[config.mk]
export PLATFORM = sky130hd
export DESIGN_NAME = grid_cursor_top
export DESIGN_NICKNAME = d
export VERILOG_FILES = /design/src/rtl/grid_pkg.sv /design/src/rtl/grid_btn_edge.sv /design/src/rtl/grid_cursor_pos.sv /design/src/rtl/grid_pixel_shade.sv /design/src/rtl/grid_cursor_top.sv
export SDC_FILE = /design/constraint.sdc
export NUM_CORES = 1
export LEC_CHECK = 0
export BUFFER_PORTS_ARGS = -buffer_cell sky130_fd_sc_hd__buf_2
export CORE_AREA = 2 2 52 66
export DETAILED_ROUTE_END_ITERATION = 8
export DIE_AREA = 0 0 54 68
export PLACE_DENSITY = 0.7
export SLEW_MARGIN = 10
export SYNTH_ARGS = -nofsm -noshare
export SYNTH_HDL_FRONTEND = slang
export SYNTH_HIERARCHICAL = 1
export SYNTH_SLANG_ARGS = --single-unit
[constraint.sdc]
create_clock -name clk_pix -period 4.6 [get_ports clk_pix]
set_input_delay 0.46 -clock clk_pix [delete_from_list [all_inputs] [get_ports clk_pix]]
set_output_delay 0.46 -clock clk_pix [all_outputs]
set_load 0.05 [all_outputs]
[src/rtl/grid_pkg.sv]
package grid_pkg;

  // Button bit positions (decoded by the cursor register)
  localparam int BTN_UP    = 0;
  localparam int BTN_DOWN  = 1;
  localparam int BTN_RIGHT = 2;
  localparam int BTN_LEFT  = 3;
  localparam int BTN_COUNT = 4;

  typedef enum logic [1:0] {
    SHADE_BLACK = 2'd0,
    SHADE_GREEN = 2'd1,
    SHADE_BLUE  = 2'd2,
    SHADE_RED   = 2'd3
  } shade_e;

  // Odd parity of (column + row) only depends on the low bits
  function automatic logic cell_is_odd(input logic col_lsb, input logic row_lsb);
    return col_lsb ^ row_lsb;
  endfunction

  // Pick the shade for one pixel
  function automatic shade_e pick_shade(input logic in_grid, input logic is_cursor,
                                        input logic odd);
    if (!in_grid)  return SHADE_BLACK;
    if (is_cursor) return SHADE_RED;
    return odd ? SHADE_BLUE : SHADE_GREEN;
  endfunction

endpackage

[src/rtl/grid_btn_edge.sv]
module grid_btn_edge #(
  parameter int N_BTN = 4,
  parameter int SYNC  = 2
) (
  input  logic             clk,
  input  logic             rst,
  input  logic [N_BTN-1:0] raw,
  output logic [N_BTN-1:0] rise
);

  localparam int SH_W = SYNC + 1;

  for (genvar g = 0; g < N_BTN; g++) begin : g_btn
    logic [SH_W-1:0] sh;
    always_ff @(posedge clk) begin
      if (rst) sh <= '0;
      else     sh <= {sh[SH_W-2:0], raw[g]};
    end
    // rising edge of the synchronized level against its delayed copy
    assign rise[g] = sh[SYNC-1] & ~sh[SYNC];
  end

endmodule

[src/rtl/grid_cursor_pos.sv]
module grid_cursor_pos #(
  parameter int COLS  = 20,
  parameter int ROWS  = 15,
  parameter int COL_W = 5,
  parameter int ROW_W = 4
) (
  input  logic             clk,
  input  logic             rst,
  input  logic [3:0]       step,
  output logic [COL_W-1:0] col,
  output logic [ROW_W-1:0] row
);
  import grid_pkg::*;

  localparam logic [COL_W-1:0] COL_MAX = COL_W'(COLS - 1);
  localparam logic [ROW_W-1:0] ROW_MAX = ROW_W'(ROWS - 1);

  function automatic logic [COL_W-1:0] col_next(input logic [COL_W-1:0] c,
                                                input logic inc, input logic dec);
    if (inc && !dec) return (c == COL_MAX) ? '0 : c + 1'b1;
    if (dec && !inc) return (c == '0) ? COL_MAX : c - 1'b1;
    return c;
  endfunction

  function automatic logic [ROW_W-1:0] row_next(input logic [ROW_W-1:0] r,
                                                input logic inc, input logic dec);
    if (inc && !dec) return (r == ROW_MAX) ? '0 : r + 1'b1;
    if (dec && !inc) return (r == '0) ? ROW_MAX : r - 1'b1;
    return r;
  endfunction

  always_ff @(posedge clk) begin
    if (rst) begin
      col <= '0;
      row <= '0;
    end else begin
      col <= col_next(col, step[BTN_RIGHT], step[BTN_LEFT]);
      row <= row_next(row, step[BTN_DOWN], step[BTN_UP]);
    end
  end

endmodule

[src/rtl/grid_pixel_shade.sv]
module grid_pixel_shade #(
  parameter int X_W      = 10,
  parameter int Y_W      = 9,
  parameter int CELL_LG  = 5,
  parameter int COLS     = 20,
  parameter int ROWS     = 15,
  parameter int COLOR_W  = 4
) (
  input  logic                   clk,
  input  logic                   rst,
  input  logic [X_W-1:0]         px_x,
  input  logic [Y_W-1:0]         px_y,
  input  logic                   blank,
  input  logic [X_W-CELL_LG-1:0] cur_col,
  input  logic [Y_W-CELL_LG-1:0] cur_row,
  output logic [COLOR_W-1:0]     r,
  output logic [COLOR_W-1:0]     g,
  output logic [COLOR_W-1:0]     b
);
  import grid_pkg::*;

  localparam int XC_W = X_W - CELL_LG;
  localparam int YC_W = Y_W - CELL_LG;
  localparam logic [XC_W-1:0] COL_LIM = XC_W'(COLS);
  localparam logic [YC_W-1:0] ROW_LIM = YC_W'(ROWS);
  localparam logic [COLOR_W-1:0] FULL = '1;

  logic [XC_W-1:0] pcol;
  logic [YC_W-1:0] prow;
  logic            in_grid;
  logic            on_cursor;
  shade_e          shade;

  assign pcol      = px_x[X_W-1:CELL_LG];
  assign prow      = px_y[Y_W-1:CELL_LG];
  assign in_grid   = (pcol < COL_LIM) && (prow < ROW_LIM) && !blank;
  assign on_cursor = (pcol == cur_col) && (prow == cur_row);
  assign shade     = pick_shade(in_grid, on_cursor, cell_is_odd(pcol[0], prow[0]));

  always_ff @(posedge clk) begin
    if (rst) begin
      r <= '0;
      g <= '0;
      b <= '0;
    end else begin
      r <= (shade == SHADE_RED)   ? FULL : '0;
      g <= (shade == SHADE_GREEN) ? FULL : '0;
      b <= (shade == SHADE_BLUE)  ? FULL : '0;
    end
  end

endmodule

[src/rtl/grid_cursor_top.sv]
module grid_cursor_top #(
  parameter int X_W     = 10,
  parameter int Y_W     = 9,
  parameter int CELL_LG = 5,
  parameter int COLS    = 20,
  parameter int ROWS    = 15,
  parameter int COLOR_W = 4,
  parameter int SYNC    = 2
) (
  input  logic               clk_pix,
  input  logic               rst,
  input  logic [X_W-1:0]     px_x,
  input  logic [Y_W-1:0]     px_y,
  input  logic               px_blank,
  input  logic [3:0]         btn_raw,
  output logic [COLOR_W-1:0] vid_r,
  output logic [COLOR_W-1:0] vid_g,
  output logic [COLOR_W-1:0] vid_b
);
  import grid_pkg::*;

  localparam int XC_W = X_W - CELL_LG;
  localparam int YC_W = Y_W - CELL_LG;

  logic [BTN_COUNT-1:0] move_pulse;
  logic [XC_W-1:0]      cur_col;
  logic [YC_W-1:0]      cur_row;

  grid_btn_edge #(.N_BTN(BTN_COUNT), .SYNC(SYNC)) u_btn (
    .clk (clk_pix),
    .rst (rst),
    .raw (btn_raw),
    .rise(move_pulse)
  );

  grid_cursor_pos #(.COLS(COLS), .ROWS(ROWS), .COL_W(XC_W), .ROW_W(YC_W)) u_pos (
    .clk (clk_pix),
    .rst (rst),
    .step(move_pulse),
    .col (cur_col),
    .row (cur_row)
  );

  grid_pixel_shade #(
    .X_W(X_W), .Y_W(Y_W), .CELL_LG(CELL_LG),
    .COLS(COLS), .ROWS(ROWS), .COLOR_W(COLOR_W)
  ) u_shade (
    .clk    (clk_pix),
    .rst    (rst),
    .px_x   (px_x),
    .px_y   (px_y),
    .blank  (px_blank),
    .cur_col(cur_col),
    .cur_row(cur_row),
    .r      (vid_r),
    .g      (vid_g),
    .b      (vid_b)
  );

endmodule

==> results.md <==
- Post-synth top area cell: dfxtp_1
- Vias per cell: 5.62
- Reg-to-reg endpoint: u_pos/col[3]$_SDFFE_PP0P_
- Final setup vio count: 0
- Synth unique cells: 48
- Reg2reg setup slack: 2830 ps
- Kind of critical path: flop to flop
- Die area: 3670 um2
- Register area share after synthesis: 0.323
- Post-synth EDFFs: 0
- DP HPWL: 1950 um
- Final min period: 1770 ps
- Final wirelength: 2690 um
- WP data arrival: between 1500 and 2000 ps
- Routability cong.: 0.821
- Final ANT Viol Nets: 0
- Worst path bufs/invs: 1
- VDD IR max: 0.197 mV
- Post-Syn Area: 1490 um2
- Final Max Tran Viols: 0
- Synth Instances: 160
- Largest driver fanout on the critical path: 11
- CP max stage delay: between 400 and 500 ps
- # clock sinks: 24
- WHS Path Cells: 2
- Period utilization: 0.384
- H-tree Lvls: 1
- Overflow after GRT: 0
- R2R cell count: 7
- Yosys reg bits: 24
- HP Start: btn_raw[2]
- CP delay by family, top: adder cells
- CTS tree: yes
- Pwr dens: 288 nW/um2
- TNS Setup: 0 ps
- Initial DRC count: 41
- # DRC: 0
- Kind of end point of the critical path: flop
- Share of post-route cells with drive strength above 1: 0.276
- CP most frequent cell: a21oi_1
- Yosys warning count: 6
- Port Buffers: 27
- Nets@finish: 211
- FF-to-FF Start: u_btn/g_btn[2].sh[1]$_SDFF_PP0_
- I/O pin cnt: 38
- Run status: completed
- Initial Util: 0.478
- Synth Area per Inst: 9.29 um2
- Placed cells: around 210
- Die H: 68 um
- Vias in the first global route: 1099
- RSZ-0062 raised after global routing: false
- Final Instance Count excl. Fillers: 211
- Clk root buf: clkbuf_8
- Overall power: roughly 0.00046 W
- Vias: ~1200
- Top FF cell, synth: dfxtp_1
- Hold Path End: u_btn/g_btn[2].sh[0]$_SDFF_PP0_
- Largest net degree at the start of global routing: 24
- Cts hold-fix bufs: 0
- TritonCTS Buffers: 3
- Core ar.: ~3100 um2
- Worst-path cell chain: nor2b_1 > inv_1 > ha_1 > nor2_1 > mux2_2 > a21oi_1 > a21oi_1
- First drt pass iteration count: 4
- Max Root-Sink Buffers: 2
- Clock transition at the registers of the reported paths: 90 ps
- Worst Skew: approximately 2.2 ps
- F_max: around 0.57 GHz
- WL/cell: about 13 um
- Inserted Diodes: 0
- Worst setup SP type: flop
- Slowest cell on crit path: ha_1
- Layout area overhead: 7.66%
- Async SR Flop Fraction: 0
- GRT Total Usage: 0.169
- Worst-Margin Slew: about 520 ps
- Post-CTS Setup Bufs: 0
- Static Leak: 0.679 nW
- Post-synth top cells: 24 x dfxtp_1, 11 x buf_4, 10 x a21oi_1, 10 x ha_1, 10 x inv_1
- Number of gates resized after CTS: 0
- Leading cell type by number of instances after synthesis: dfxtp_1
- Post-synth top area share: 0.323
- Core Rows: 23
- Final hold viol count: 0
- Critical Path RT: 4740 ps
- Area contributors post-synth: dfxtp_1 32%, ha_1 8.4%, buf_4 5.6%
- Initial antenna violation count: 0
- Worst-Skew Late Latency: 270 ps
- Max_slew headroom: 0.650
- First-pass GRT wire length: approximately 4500 um
- Die width: 54 um
- Max cap viols: 0
- HP Class: primary input to flop
- Layout Utilization: 0.515
- Synthesized net count: around 200
## layer usage
metal	global-route usage	wire length, um	vias up
met5	0	0	-
met1	0.166	1030	559
li1	-	-	573
met4	0.0781	51	0
met2	0.328	1420	47
met3	0.0349	178	7
## cells by family (layout without fill, tap and decap cells)
| logic type | Yosys count | in the layout | share of synthesized area |
|---|---|---|---|
| AO/OA/AOI/OAI | 31 | 31 | 0.139 |
| XOR/XNOR | 11 | 11 | 0.0699 |
| adder cells (fa/ha/maj) | 10 | 10 | 0.0842 |
| buffers and inverters | 27 | 41 | 0.108 |
| flip-flops | 24 | 24 | 0.323 |
| multiplexers | 5 | 5 | 0.0345 |
| AND/OR/NAND/NOR | 52 | 52 | 0.242 |
## worst max-delay path by stage
stage / to / depth (start not counted) / startpoint / slack [ps]
2_1_floorplan: u_pos/col[2]$_SDFFE_PP0P_ / 7 / u_btn/g_btn[3].sh[1]$_SDFF_PP0_ / 3020
3_3_place_gp: u_pos/col[3]$_SDFFE_PP0P_ / 7 / u_btn/g_btn[2].sh[1]$_SDFF_PP0_ / 2920
3_5_place_dp: u_pos/col[3]$_SDFFE_PP0P_ / 7 / u_btn/g_btn[2].sh[1]$_SDFF_PP0_ / 2860
4_1_cts: u_pos/col[3]$_SDFFE_PP0P_ / 7 / u_btn/g_btn[2].sh[1]$_SDFF_PP0_ / 2840
5_1_grt: u_pos/col[3]$_SDFFE_PP0P_ / 7 / u_btn/g_btn[2].sh[1]$_SDFF_PP0_ / 2670
6_report: u_pos/col[3]$_SDFFE_PP0P_ / 7 / u_btn/g_btn[2].sh[1]$_SDFF_PP0_ / 2830
## power by group
part / total (W) / internal [W] / switching (W)
logic: 0.0000860 / 0.0000382 / 0.0000478
clock network: 0.000147 / 0.0000766 / 0.0000706
registers: 0.000228 / 0.000217 / 0.0000113
total: 0.000461 / 0.000332 / 0.000130
## state kept, by name, indices dropped and copies added (netlist names)
name            flops
u_btn/g_btn.sh     12
u_pos/col           5
u_pos/row           4
u_shade/b           1
u_shade/g           1
u_shade/r           1
## worst reg2reg max path, delay by kind of cell, from the launching register on
family | cells | cell delay (ps)
compound gates | 2 | 230
fa+ha+maj | 1 | 480
buf+inv | 1 | 60
flops | 1 | 330
mux | 1 | 270
simple gates | 2 | 270
## through the flow
step	worst slack [ps]	instance area [um2]	hold WS (ps)
final	2830	1600	391
after global routing	2670	1600	399
after CTS	2840	1600	391
after detailed placement	2860	1550	425
after global placement	2920	1550	416
after floorplan	3020	1490	415
## placed cells by master, fill, tap and decap left out, types with 3 or more instances in the layout
cell type,n
a21oi_1,10
buf_2,27
clkbuf_8,4
dfxtp_1,24
ha_1,10
inv_1,10
mux2i_1,4
nand2_1,7
nand2b_1,3
nand3_1,3
nor2_1,5
nor2b_1,4
nor2b_2,8
nor3_1,4
o21ai_0,6
xnor2_1,8
## area by class of cell
| cell class | instances | area [um2] |
|---|---|---|
| Clock buffer | 4 | 55.1 |
| Sequential cell | 24 | 480 |
| Tap cell | 37 | 46.3 |
| Fill cell | 288 | 1510 |
| Multi-Input combinational cell | 109 | 846 |
| Inverter | 10 | 37.5 |
| Timing Repair Buffer | 27 | 135 |
Power figures use the tool's default switching activity.
